[src/rtl/cfgport_regs.sv]
module cfgport_regs #(
  parameter int          QDEPTH = 4,
  parameter logic [31:0] KEY    = 32'h757B_DF0D
) (
  input  logic        clk,
  input  logic        rst_n,
  input  logic        bus_wr,
  input  logic        bus_rd,
  input  logic [7:0]  bus_addr,
  input  logic [31:0] bus_wdata,
  output logic [31:0] bus_rdata,
  input  logic [31:0] evt_set,
  input  logic        init_line,
  output logic        prog_n,
  output logic        pr_mode,
  output logic        port_en,
  output logic        loopback,
  output logic        irq,
  output logic        cmd_valid,
  input  logic        cmd_pop,
  output logic [31:0] cmd_src,
  output logic [31:0] cmd_dst,
  output logic [31:0] cmd_src_len,
  output logic [31:0] cmd_dst_len,
  output logic        cmd_wait_both,
  input  logic        xfer_done,
  input  logic        port_done
);
  localparam int          PW   = (QDEPTH > 1) ? $clog2(QDEPTH) : 1;
  localparam int          CW   = $clog2(QDEPTH + 1);
  localparam logic [31:0] IMPL = 32'hF8F7_F87F;
  localparam int          B_DMA = 13, B_BOTH = 12, B_OVF = 5;

  logic        unlocked;
  logic [31:0] ctrl_q, isr_q, imr_q, mctrl_q, src_q, dst_q, slen_q, dlen_q;

  logic [31:0] q_src [QDEPTH];
  logic [31:0] q_dst [QDEPTH];
  logic [31:0] q_sl  [QDEPTH];
  logic [31:0] q_dl  [QDEPTH];
  logic        q_w   [QDEPTH];
  logic [PW-1:0] wr_ptr, rd_ptr;
  logic [CW-1:0] q_cnt;

  logic busy, act_wait, seen_x, seen_p;

  wire wr      = bus_wr & unlocked;
  wire wr_ctrl = wr && bus_addr == 8'h00;
  wire wr_lock = wr && bus_addr == 8'h04;
  wire wr_isr  = wr && bus_addr == 8'h0C;
  wire wr_imr  = wr && bus_addr == 8'h10;
  wire wr_src  = wr && bus_addr == 8'h18;
  wire wr_dst  = wr && bus_addr == 8'h1C;
  wire wr_slen = wr && bus_addr == 8'h20;
  wire wr_dlen = wr && bus_addr == 8'h24;
  wire wr_mctl = wr && bus_addr == 8'h80;
  wire wr_key  = bus_wr && bus_addr == 8'h34 && bus_wdata == KEY;

  wire q_full = (q_cnt == CW'(QDEPTH));
  wire push   = wr_slen & ~q_full;
  wire pop    = cmd_pop & cmd_valid;
  wire ovf    = wr_slen & q_full;

  wire xd   = seen_x | xfer_done;
  wire pd   = seen_p | port_done;
  wire both = busy & xd & pd;
  wire set_dma = busy & (act_wait ? (xd & pd) : xfer_done);

  wire [31:0] hw_set = ({32{unlocked}} & evt_set)
                     | (32'(set_dma) << B_DMA)
                     | (32'(both) << B_BOTH)
                     | (32'(ovf) << B_OVF);
  wire [31:0] w1c    = wr_isr ? bus_wdata : 32'h0;

  function automatic logic [PW-1:0] nxt(input logic [PW-1:0] p);
    return (p == PW'(QDEPTH - 1)) ? '0 : p + 1'b1;
  endfunction

  assign prog_n        = ctrl_q[30];
  assign pr_mode       = ctrl_q[27];
  assign port_en       = ctrl_q[26];
  assign loopback      = mctrl_q[4];
  assign irq           = unlocked & |(isr_q & ~imr_q);
  assign cmd_valid     = unlocked & (q_cnt != '0) & ~busy;
  assign cmd_src       = q_src[rd_ptr];
  assign cmd_dst       = q_dst[rd_ptr];
  assign cmd_src_len   = q_sl[rd_ptr];
  assign cmd_dst_len   = q_dl[rd_ptr];
  assign cmd_wait_both = q_w[rd_ptr];

  always_ff @(posedge clk) begin
    if (!rst_n) begin
      unlocked <= 1'b0;
      ctrl_q   <= 32'h4000_0000;
      isr_q    <= '0;
      imr_q    <= '1;
      mctrl_q  <= '0;
      src_q    <= '0;
      dst_q    <= '0;
      slen_q   <= '0;
      dlen_q   <= '0;
    end else begin
      if (wr_key) unlocked <= 1'b1;
      else if (wr_lock && bus_wdata[0]) unlocked <= 1'b0;
      if (wr_ctrl) ctrl_q  <= bus_wdata;
      if (wr_imr)  imr_q   <= bus_wdata;
      if (wr_mctl) mctrl_q <= bus_wdata;
      if (wr_src)  src_q   <= bus_wdata;
      if (wr_dst)  dst_q   <= bus_wdata;
      if (wr_slen) slen_q  <= bus_wdata;
      if (wr_dlen) dlen_q  <= bus_wdata;
      isr_q <= ((isr_q & ~w1c) | hw_set) & IMPL;
    end
  end

  always_ff @(posedge clk) begin
    if (!rst_n) begin
      wr_ptr <= '0;
      rd_ptr <= '0;
      q_cnt  <= '0;
    end else begin
      if (push) wr_ptr <= nxt(wr_ptr);
      if (pop)  rd_ptr <= nxt(rd_ptr);
      if (push && !pop) q_cnt <= q_cnt + 1'b1;
      else if (pop && !push) q_cnt <= q_cnt - 1'b1;
    end
  end

  for (genvar i = 0; i < QDEPTH; i++) begin : g_slot
    always_ff @(posedge clk) begin
      if (!rst_n) begin
        q_src[i] <= '0;
        q_dst[i] <= '0;
        q_sl[i]  <= '0;
        q_dl[i]  <= '0;
        q_w[i]   <= 1'b0;
      end else if (push && wr_ptr == PW'(i)) begin
        q_src[i] <= {src_q[31:1], 1'b0};
        q_dst[i] <= dst_q;
        q_sl[i]  <= bus_wdata;
        q_dl[i]  <= dlen_q;
        q_w[i]   <= src_q[0];
      end
    end
  end

  always_ff @(posedge clk) begin
    if (!rst_n) begin
      busy     <= 1'b0;
      act_wait <= 1'b0;
      seen_x   <= 1'b0;
      seen_p   <= 1'b0;
    end else if (pop) begin
      busy     <= 1'b1;
      act_wait <= cmd_wait_both;
      seen_x   <= 1'b0;
      seen_p   <= 1'b0;
    end else if (busy) begin
      busy   <= ~both;
      seen_x <= xd & ~both;
      seen_p <= pd & ~both;
    end
  end

  always_ff @(posedge clk) begin
    if (!rst_n || !bus_rd || !unlocked) bus_rdata <= '0;
    else begin
      unique case (bus_addr)
        8'h00:   bus_rdata <= ctrl_q;
        8'h0C:   bus_rdata <= isr_q;
        8'h10:   bus_rdata <= imr_q;
        8'h14:   bus_rdata <= {q_full, 26'b0, init_line, 4'b0};
        8'h18:   bus_rdata <= src_q;
        8'h1C:   bus_rdata <= dst_q;
        8'h20:   bus_rdata <= slen_q;
        8'h24:   bus_rdata <= dlen_q;
        8'h80:   bus_rdata <= mctrl_q;
        default: bus_rdata <= '0;
      endcase
    end
  end

  assert_locked_quiet_R1: assert property (@(posedge clk) disable iff (!rst_n)
    !unlocked |-> (!irq && !cmd_valid));
  assert_unimpl_zero_R5: assert property (@(posedge clk) disable iff (!rst_n)
    (isr_q & ~IMPL) == 32'h0);
  assert_set_wins_R5: assert property (@(posedge clk) disable iff (!rst_n)
    (unlocked && (evt_set & IMPL) != 32'h0) |=>
      ((isr_q & $past(evt_set & IMPL)) == $past(evt_set & IMPL)));
  assert_no_overflow_R7: assert property (@(posedge clk) disable iff (!rst_n)
    q_cnt <= CW'(QDEPTH));
  assert_pop_inflight_R7: assert property (@(posedge clk) disable iff (!rst_n)
    (cmd_pop && cmd_valid) |=> !cmd_valid);
  assert_full_drop_R8: assert property (@(posedge clk) disable iff (!rst_n)
    (bus_wr && unlocked && bus_addr == 8'h20 && q_full) |=> (isr_q[B_OVF] && $stable(wr_ptr)));
  assert_both_done_R9: assert property (@(posedge clk) disable iff (!rst_n)
    (busy && xfer_done && port_done) |=> (isr_q[B_BOTH] && isr_q[B_DMA]));
endmodule

[config.mk]
export PLATFORM = sky130hd
export DESIGN_NAME = cfgport_regs
export DESIGN_NICKNAME = d
export VERILOG_FILES = /design/src/rtl/cfgport_regs.sv
export SDC_FILE = /design/constraint.sdc
export NUM_CORES = 1
export LEC_CHECK = 0
export BUFFER_PORTS_ARGS = -buffer_cell sky130_fd_sc_hd__buf_4
export CAP_MARGIN = 20
export CELL_PAD_IN_SITES_DETAIL_PLACEMENT = 0
export CELL_PAD_IN_SITES_GLOBAL_PLACEMENT = 1
export CORE_ASPECT_RATIO = 0.8
export CORE_UTILIZATION = 49
export DETAILED_ROUTE_END_ITERATION = 8
export PLACE_DENSITY_LB_ADDON = 0.3
export SYNTH_ARGS = -nofsm -noshare
export SYNTH_HDL_FRONTEND = slang
export SYNTH_SLANG_ARGS = --single-unit
export TNS_END_PERCENT = 20
[constraint.sdc]
create_clock -name clk -period 15.25 [get_ports clk]
set_clock_uncertainty 0.2 [all_clocks]
set_input_delay 2.2875 -clock clk [delete_from_list [all_inputs] [get_ports clk]]
set_output_delay 2.2875 -clock clk [all_outputs]
set_load 0.01 [all_outputs]
==> results of run 1 <==
-- path summary, 6_finish.rpt --
kind	from	slack (ns)	to	cells after the start
min	mctrl_q[13]	0.25	mctrl_q[13]	2
max reg2reg	unlocked	10.95	q_dl[3][22]	9
max	flip-flop	8.55	cmd_dst_len[13]	4
min reg2reg	mctrl_q[13]	0.25	mctrl_q[13]	2
-- final cells by class --
type                    count  area, µm²
clock buffers             117       2240
flip-flops and latches    806      21300
well taps                 934       1170
multi-input cells        1767      12200
clock inverters            31        398
inverters                  55        216
fillers                  5840      30800
repair buffers            276       2070
diodes                      4       10.0
-- synthesized netlist by cell type (all sizes together) (26+ instances only) --
cell / number
inv: 53
a21oi: 251
mux4: 128
nor4: 34
dfxtp: 295
clkbuf: 183
a22o: 26
a22oi: 27
nand2: 481
nand3b: 26
and2: 499
o21ai: 48
edfxtp: 511
mux2i: 29
buf: 73
-- power by group through the flow --
stage                     logic, mW  registers [mW]  clock network, mW
final                         0.176            2.37               2.02
after global routing          0.182            2.37               2.11
after detailed placement      0.174            2.42                  0
after CTS                     0.175            2.37               2.04
after floorplan              0.0846            2.42                  0
after global placement        0.174            2.41                  0
-- worst max-delay path, delay by kind of cell (launching register included) --
kind / cells / cell delay [ns]
DFF: 1 / 0.93
muxes: 1 / 0.63
buffers and inverters: 3 / 1.84
-- routing by layer --
| metal | vias up | routed length [µm] | part of all wire (%) |
|---|---|---|---|
| met5 | - | 88 | 0.082 |
| met4 | 6 | 3880 | 3.6 |
| met3 | 195 | 9600 | 8.9 |
| met2 | 1181 | 49800 | 46 |
| met1 | 12000 | 44500 | 41 |
| li1 | 10500 | - | - |
-- stage by stage --
| stage | instance area (µm²) | utilization, % | instances | hold WS [ns] | power [mW] |
|---|---|---|---|---|---|
| after detailed placement | 36900 | 52.5 | 3838 | 0.243 | 2.59 |
| after CTS | 39500 | 56.2 | 3986 | 0.252 | 4.58 |
| after global routing | 39500 | 56.2 | 3986 | 0.271 | 4.67 |
| after global placement | 36900 | 52.5 | 3838 | 0.238 | 2.59 |
| final | 39500 | 56.2 | 3990 | 0.250 | 4.56 |
| after floorplan | 34800 | - | 2884 | 0.232 | 2.51 |
-- registers in the layout, summed over array words and instances (netlist names), 2 cells and up, named ones only --
register and count:
bus_rdata 32, ctrl_q 32, dlen_q 32, dst_q 32
imr_q 32, isr_q 24, mctrl_q 32, q_cnt 3
q_dl 128, q_dst 128, q_sl 128, q_src 124
q_w 4, rd_ptr 2, slen_q 32, src_q 32
wr_ptr 2
-- cells by family (layout without fill, tap and decap cells) --
family                   count (synthesis)  after routing  synth area share, %
AO/OA/AOI/OAI                          459            459                 7.96
XOR/XNOR                                 2              2               0.0503
adder cells (fa/ha/maj)                  7              7                0.273
buffers and inverters                  311            479                 4.34
flip-flops                             806            806                 61.0
multiplexers                           160            160                 9.21
other                                    1              5               0.0108
AND/OR/NAND/NOR                       1138           1138                 17.1
==> flow_metrics.env, run 1 <==
export IMPL_status="finished, final reports clean"
export IMPL_synth_edf_count=511
export IMPL_critPathArrivalTime_ns=4.21
export IMPL_syn_inst=2884
export IMPL_cts_tree="built"
export IMPL_drive_above_1_share_pct=18.3
export IMPL_ys_seq_area_share_pct=61.0
export IMPL_dp_hpwl_mm=68.5
export IMPL_powerDensity_mw_per_mm2=115
export IMPL_die_h_um=240
export IMPL_maxCapViolCount=0
export IMPL_p_seq_share_pct=51.9
export IMPL_slew_viol_final=0
export IMPL_worst_ep_required_time_ns=12.76
export IMPL_die_area_mm2=0.0721
export IMPL_ioPinCount=247
export IMPL_layout_common_cells="511 x edfxtp_1, 498 x and2_1, 478 x nand2_1, 293 x dfxtp_1, 276 x buf_4"
export IMPL_fmax_mhz=149
export IMPL_sw_frac_of_total_pct=21.6
export IMPL_end_kind="primary output"
export IMPL_wl_per_cell_um=27.1
export IMPL_yosys_top_cells_area="edfxtp_1 44%, dfxtp_1 17%, and2_1 9.0%"
export IMPL_start_util_pct=49.5
export IMPL_ant_nets=0
export IMPL_period_minus_slack_ns=6.70
export IMPL_p_sw_mw=0.987
export IMPL_io_buffers=237
export IMPL_grt_max_degree=110
export IMPL_critical_path_cell_chain="buf_4 -> buf_4 -> mux4_2 -> buf_4"
export IMPL_rsz0062_at_grt="false"
export IMPL_overflow=0
export IMPL_nets=3073
export IMPL_finalHoldViolations=0
export IMPL_power_leakage_nw=13.9
export IMPL_cp_start_kind="flip-flop"
export IMPL_worst_hold_path_type="flip-flop to flip-flop"
export IMPL_avgSynthCellArea_um2=12.1
export IMPL_setup_slack_ns=8.55
export IMPL_pre_cts_ws_ns=8.04
export IMPL_met1_usage_pct=41.8
export IMPL_cts_sinks=806
export IMPL_yosysWarnings=0
export IMPL_cts_setup_buffers=0
export IMPL_hold_buffers=0
export IMPL_min_period_over_period_pct=43.9
export IMPL_crit_fanout=45
export IMPL_num_vias=23900
export IMPL_yosys_area_top_type="edfxtp_1"
export IMPL_clock_latency_ns=0.65
export IMPL_globalRouteMet2Util_pct=46.3
export IMPL_numCtsBuffers=80
export IMPL_syn_area_mm2=0.0348
export IMPL_final_common_cell="edfxtp_1"
export IMPL_grt_total_usage_pct=29.7
export IMPL_drtPass1Iterations=8
export IMPL_clockRootBuffer="clkbuf_16"
export IMPL_cts_max_path_buffers=3
export IMPL_cp_common_cell="buf_4"
export IMPL_ys_types=68
export IMPL_crit_type="flip-flop to primary output"
export IMPL_gp_congestion=0.901
export IMPL_async_reset_ff_share_pct=0
export IMPL_crit_slowest_cell="dfxtp_4"
export IMPL_synthFlopType="edfxtp_1"
export IMPL_ir_drop_mv=0.0805
export IMPL_synth_net_count=2971
export IMPL_clkPwrFrac_pct=44.2
export IMPL_cts_resized=0
export IMPL_row_count=87
export IMPL_syn2layout_area_growth_pct=13.6
export IMPL_setup_viol_count_final=0
export IMPL_grt_pass1_vias=22700
export IMPL_ctsHtreeMaxLevel=3
export IMPL_tightest_slew_ns=1.07
export IMPL_yosysTopAreaCellShare_pct=44.1
export IMPL_top_usage_layer="met2"
export IMPL_ys_seq_elements=806
export IMPL_chipWidth_um=300
export IMPL_drc=0
export IMPL_combPwrFrac_pct=3.9
export IMPL_tns_ns=0
export IMPL_coreArea_mm2=0.0703
export IMPL_met3_usage_pct=4.92
export IMPL_drt_total_wl_mm=108
export IMPL_cpPeakStageDelay_ns=0.93
export IMPL_slew_headroom_pct=28.1
export IMPL_antenna_found_initial=4
export IMPL_p_int_mw=3.57
export IMPL_grt_first_pass_wirelength_mm=155
export IMPL_path_clk_slew_ns=0.07
export IMPL_viasPerCell=5.99
export IMPL_dr_first_iter_drc_count=2742
Power figures use the tool's default switching activity.
==> run 2: changes to the inputs <==
==> constraint.sdc (replaced) <==
create_clock -name clk -period 6.95 [get_ports clk]
set_clock_uncertainty 0.2 [all_clocks]
set_input_delay 1.0425 -clock clk [delete_from_list [all_inputs] [get_ports clk]]
set_output_delay 1.0425 -clock clk [all_outputs]
set_load 0.01 [all_outputs]
==> run 2 against run 1 <==
  * Critical path depth is 4 higher
  * Count of clock-buffer cells in the layout is 5 lower
  * Combinational power is 120% higher
  * Sequential share of layout area is 0.13 points lower
  * Sequential cell count stayed put
  * Non-clock buffer count is 3 higher
  * Critical path type is now primary input to flip-flop
  * Largest power group unchanged
==> flow_metrics.env, run 2 (synthesis results as in run 1) <==
export IMPL_setup_viol_count_final=0
export IMPL_dp_cells=3841
export IMPL_layout_common_cells="511 x edfxtp_1, 498 x and2_1, 478 x nand2_1, 293 x dfxtp_1, 271 x buf_4"
export IMPL_syn2layout_area_growth_pct=13.9
export IMPL_grt_total_usage_pct=29.7
export IMPL_chipWidth_um=300
export IMPL_dr_first_iter_drc_count=2769
export IMPL_path_clk_slew_ns=0.06
export IMPL_cts_setup_buffers=0
export IMPL_period_minus_slack_ns=4.52
export IMPL_grt_first_pass_wirelength_mm=155
export IMPL_die_area_mm2=0.0721
export IMPL_ctsHtreeMaxLevel=3
export IMPL_worst_hold_path_type="flip-flop to flip-flop"
export IMPL_row_count=87
export IMPL_ioPinCount=247
export IMPL_tightest_slew_ns=1.03
export IMPL_largestRegisters="q_dl: 128 flops, q_dst: 128 flops, q_sl: 128 flops"
export IMPL_slew_headroom_pct=31.5
export IMPL_ant_nets=0
export IMPL_multi_input_area_mm2=0.0122
export IMPL_p_sw_mw=2.17
export IMPL_tns_ns=0
export IMPL_crit_fanout=58
export IMPL_drc=0
export IMPL_fillerInstances=5874
export IMPL_drive_above_1_share_pct=18.5
export IMPL_rsz0062_at_grt="false"
export IMPL_start_util_pct=49.5
export IMPL_cts_sinks=806
export IMPL_status="finished, final reports clean"
export IMPL_powerDensity_mw_per_mm2=250
export IMPL_final_common_cell="edfxtp_1"
export IMPL_io_buffers=237
export IMPL_grt_max_degree=129
export IMPL_cpPeakStageDelay_ns=0.68
export IMPL_overflow=0
export IMPL_cts_tree="built"
export IMPL_min_period_over_period_pct=65.1
export IMPL_slew_viol_final=0
export IMPL_die_h_um=240
export IMPL_crit_type="primary input to flip-flop"
export IMPL_dp_hpwl_mm=67.7
export IMPL_antenna_found_initial=4
export IMPL_hold_buffers=0
export IMPL_instances_no_fill=3994
export IMPL_critPathBufInv=4
export IMPL_wl_per_cell_um=27.0
export IMPL_fmax_mhz=221
export IMPL_drt_total_wl_mm=108
export IMPL_clkPwrFrac_pct=43.7
export IMPL_maxCapViolCount=0
export IMPL_cp_start_kind="primary input"
export IMPL_critical_path_cell_chain="buf_4 -> or4b_1 -> or4_1 -> buf_4 -> clkinv_4 -> and3_4 -> buf_4 -> and2_1"
export IMPL_ir_drop_mv=0.177
export IMPL_coreArea_mm2=0.0703
export IMPL_cts_resized=0
export IMPL_rrSetupSlack_ns=3.49
export IMPL_p_seq_share_pct=52.4
export IMPL_finalHoldViolations=0
export IMPL_cts_max_path_buffers=3
export IMPL_numCtsBuffers=81
export IMPL_grt_pass1_vias=22800
export IMPL_power_leakage_nw=14.0
export IMPL_nets=3077
export IMPL_crit_family="simple AND/OR/NAND/NOR gates"
export IMPL_cp_common_cell="buf_4"
export IMPL_drtPass1Iterations=7
export IMPL_worst_ep_required_time_ns=7.25
export IMPL_p_int_mw=7.76
export IMPL_critPathArrivalTime_ns=4.82
export IMPL_end_kind="flip-flop"
export IMPL_clockRootBuffer="clkbuf_16"
export IMPL_viasPerCell=5.97
export IMPL_clock_latency_ns=0.64
export IMPL_num_vias=23800
export IMPL_sw_frac_of_total_pct=21.8
export IMPL_gp_congestion=0.936
export IMPL_crit_slowest_cell="or4b_1"
export IMPL_combPwrFrac_pct=4.0
export IMPL_ff_latch_area_mm2=0.0213
[run 2: cell count changes in the layout (fill, tap and decap cells not counted), moves of 3 or more]
cell / delta
buf_4: -5
clkbuf_16: +3
clkbuf_1: -9
bufinv_16: -4
clkinv_2: +8
buf_12: +8
[run 2: worst min-delay path: cells and delay by family, from the launching register on]
kind / cells / cell delay (ns)
simple gates: 1 / 0.05
compound gates: 1 / 0.05
flops: 1 / 0.30
[run 2: metrics by stage]
stage | hold WS [ns] | power, mW | instance area (µm²) | setup WS, ns | utilization, %
2_1_floorplan | 0.232 | 5.49 | 34800 | 0.446 | -
3_3_place_gp | 0.237 | 5.68 | 37000 | 1.88 | 52.6
3_5_place_dp | 0.243 | 5.69 | 37000 | 1.87 | 52.6
4_1_cts | 0.254 | 9.95 | 39600 | 2.49 | 56.3
5_1_grt | 0.265 | 10.2 | 39600 | 2.38 | 56.3
6_report | 0.252 | 9.92 | 39600 | 2.43 | 56.4
[run 2: cell type report]
type	count	share of cell area, %
flip-flops and latches	806	53.6
multi-input cells	1767	30.7
clock buffers	112	5.76
repair buffers	279	5.54
well taps	934	2.95
clock inverters	36	0.849
inverters	55	0.546
diodes	5	0.0316
[run 2: metal layers]
layer  wire length [µm]  global-route usage [%]  vias up
met1              44100                    41.8    11900
met5                 15                       0        -
met4               4800                    13.1        4
li1                   -                       -    10500
met3              10800                    6.70      222
met2              48100                    44.1     1203
[run 2: worst paths after layout]
path	startpoint	to	depth (start not counted)
setup / recovery	bus_addr[5]	q_dl[1][16]	8
hold / removal	mctrl_q[17]	mctrl_q[17]	2
setup reg to reg	unlocked	q_dl[1][16]	8
hold reg to reg	mctrl_q[17]	mctrl_q[17]	2
[run 2: power groups by stage]
stage          clock network (mW)  registers (mW)  logic [mW]
4_1_cts                      4.37            5.20       0.390
2_1_floorplan                   0            5.31       0.186
6_report                     4.33            5.20       0.394
3_3_place_gp                    0            5.29       0.389
5_1_grt                      4.55            5.20       0.407
3_5_place_dp                    0            5.30       0.389
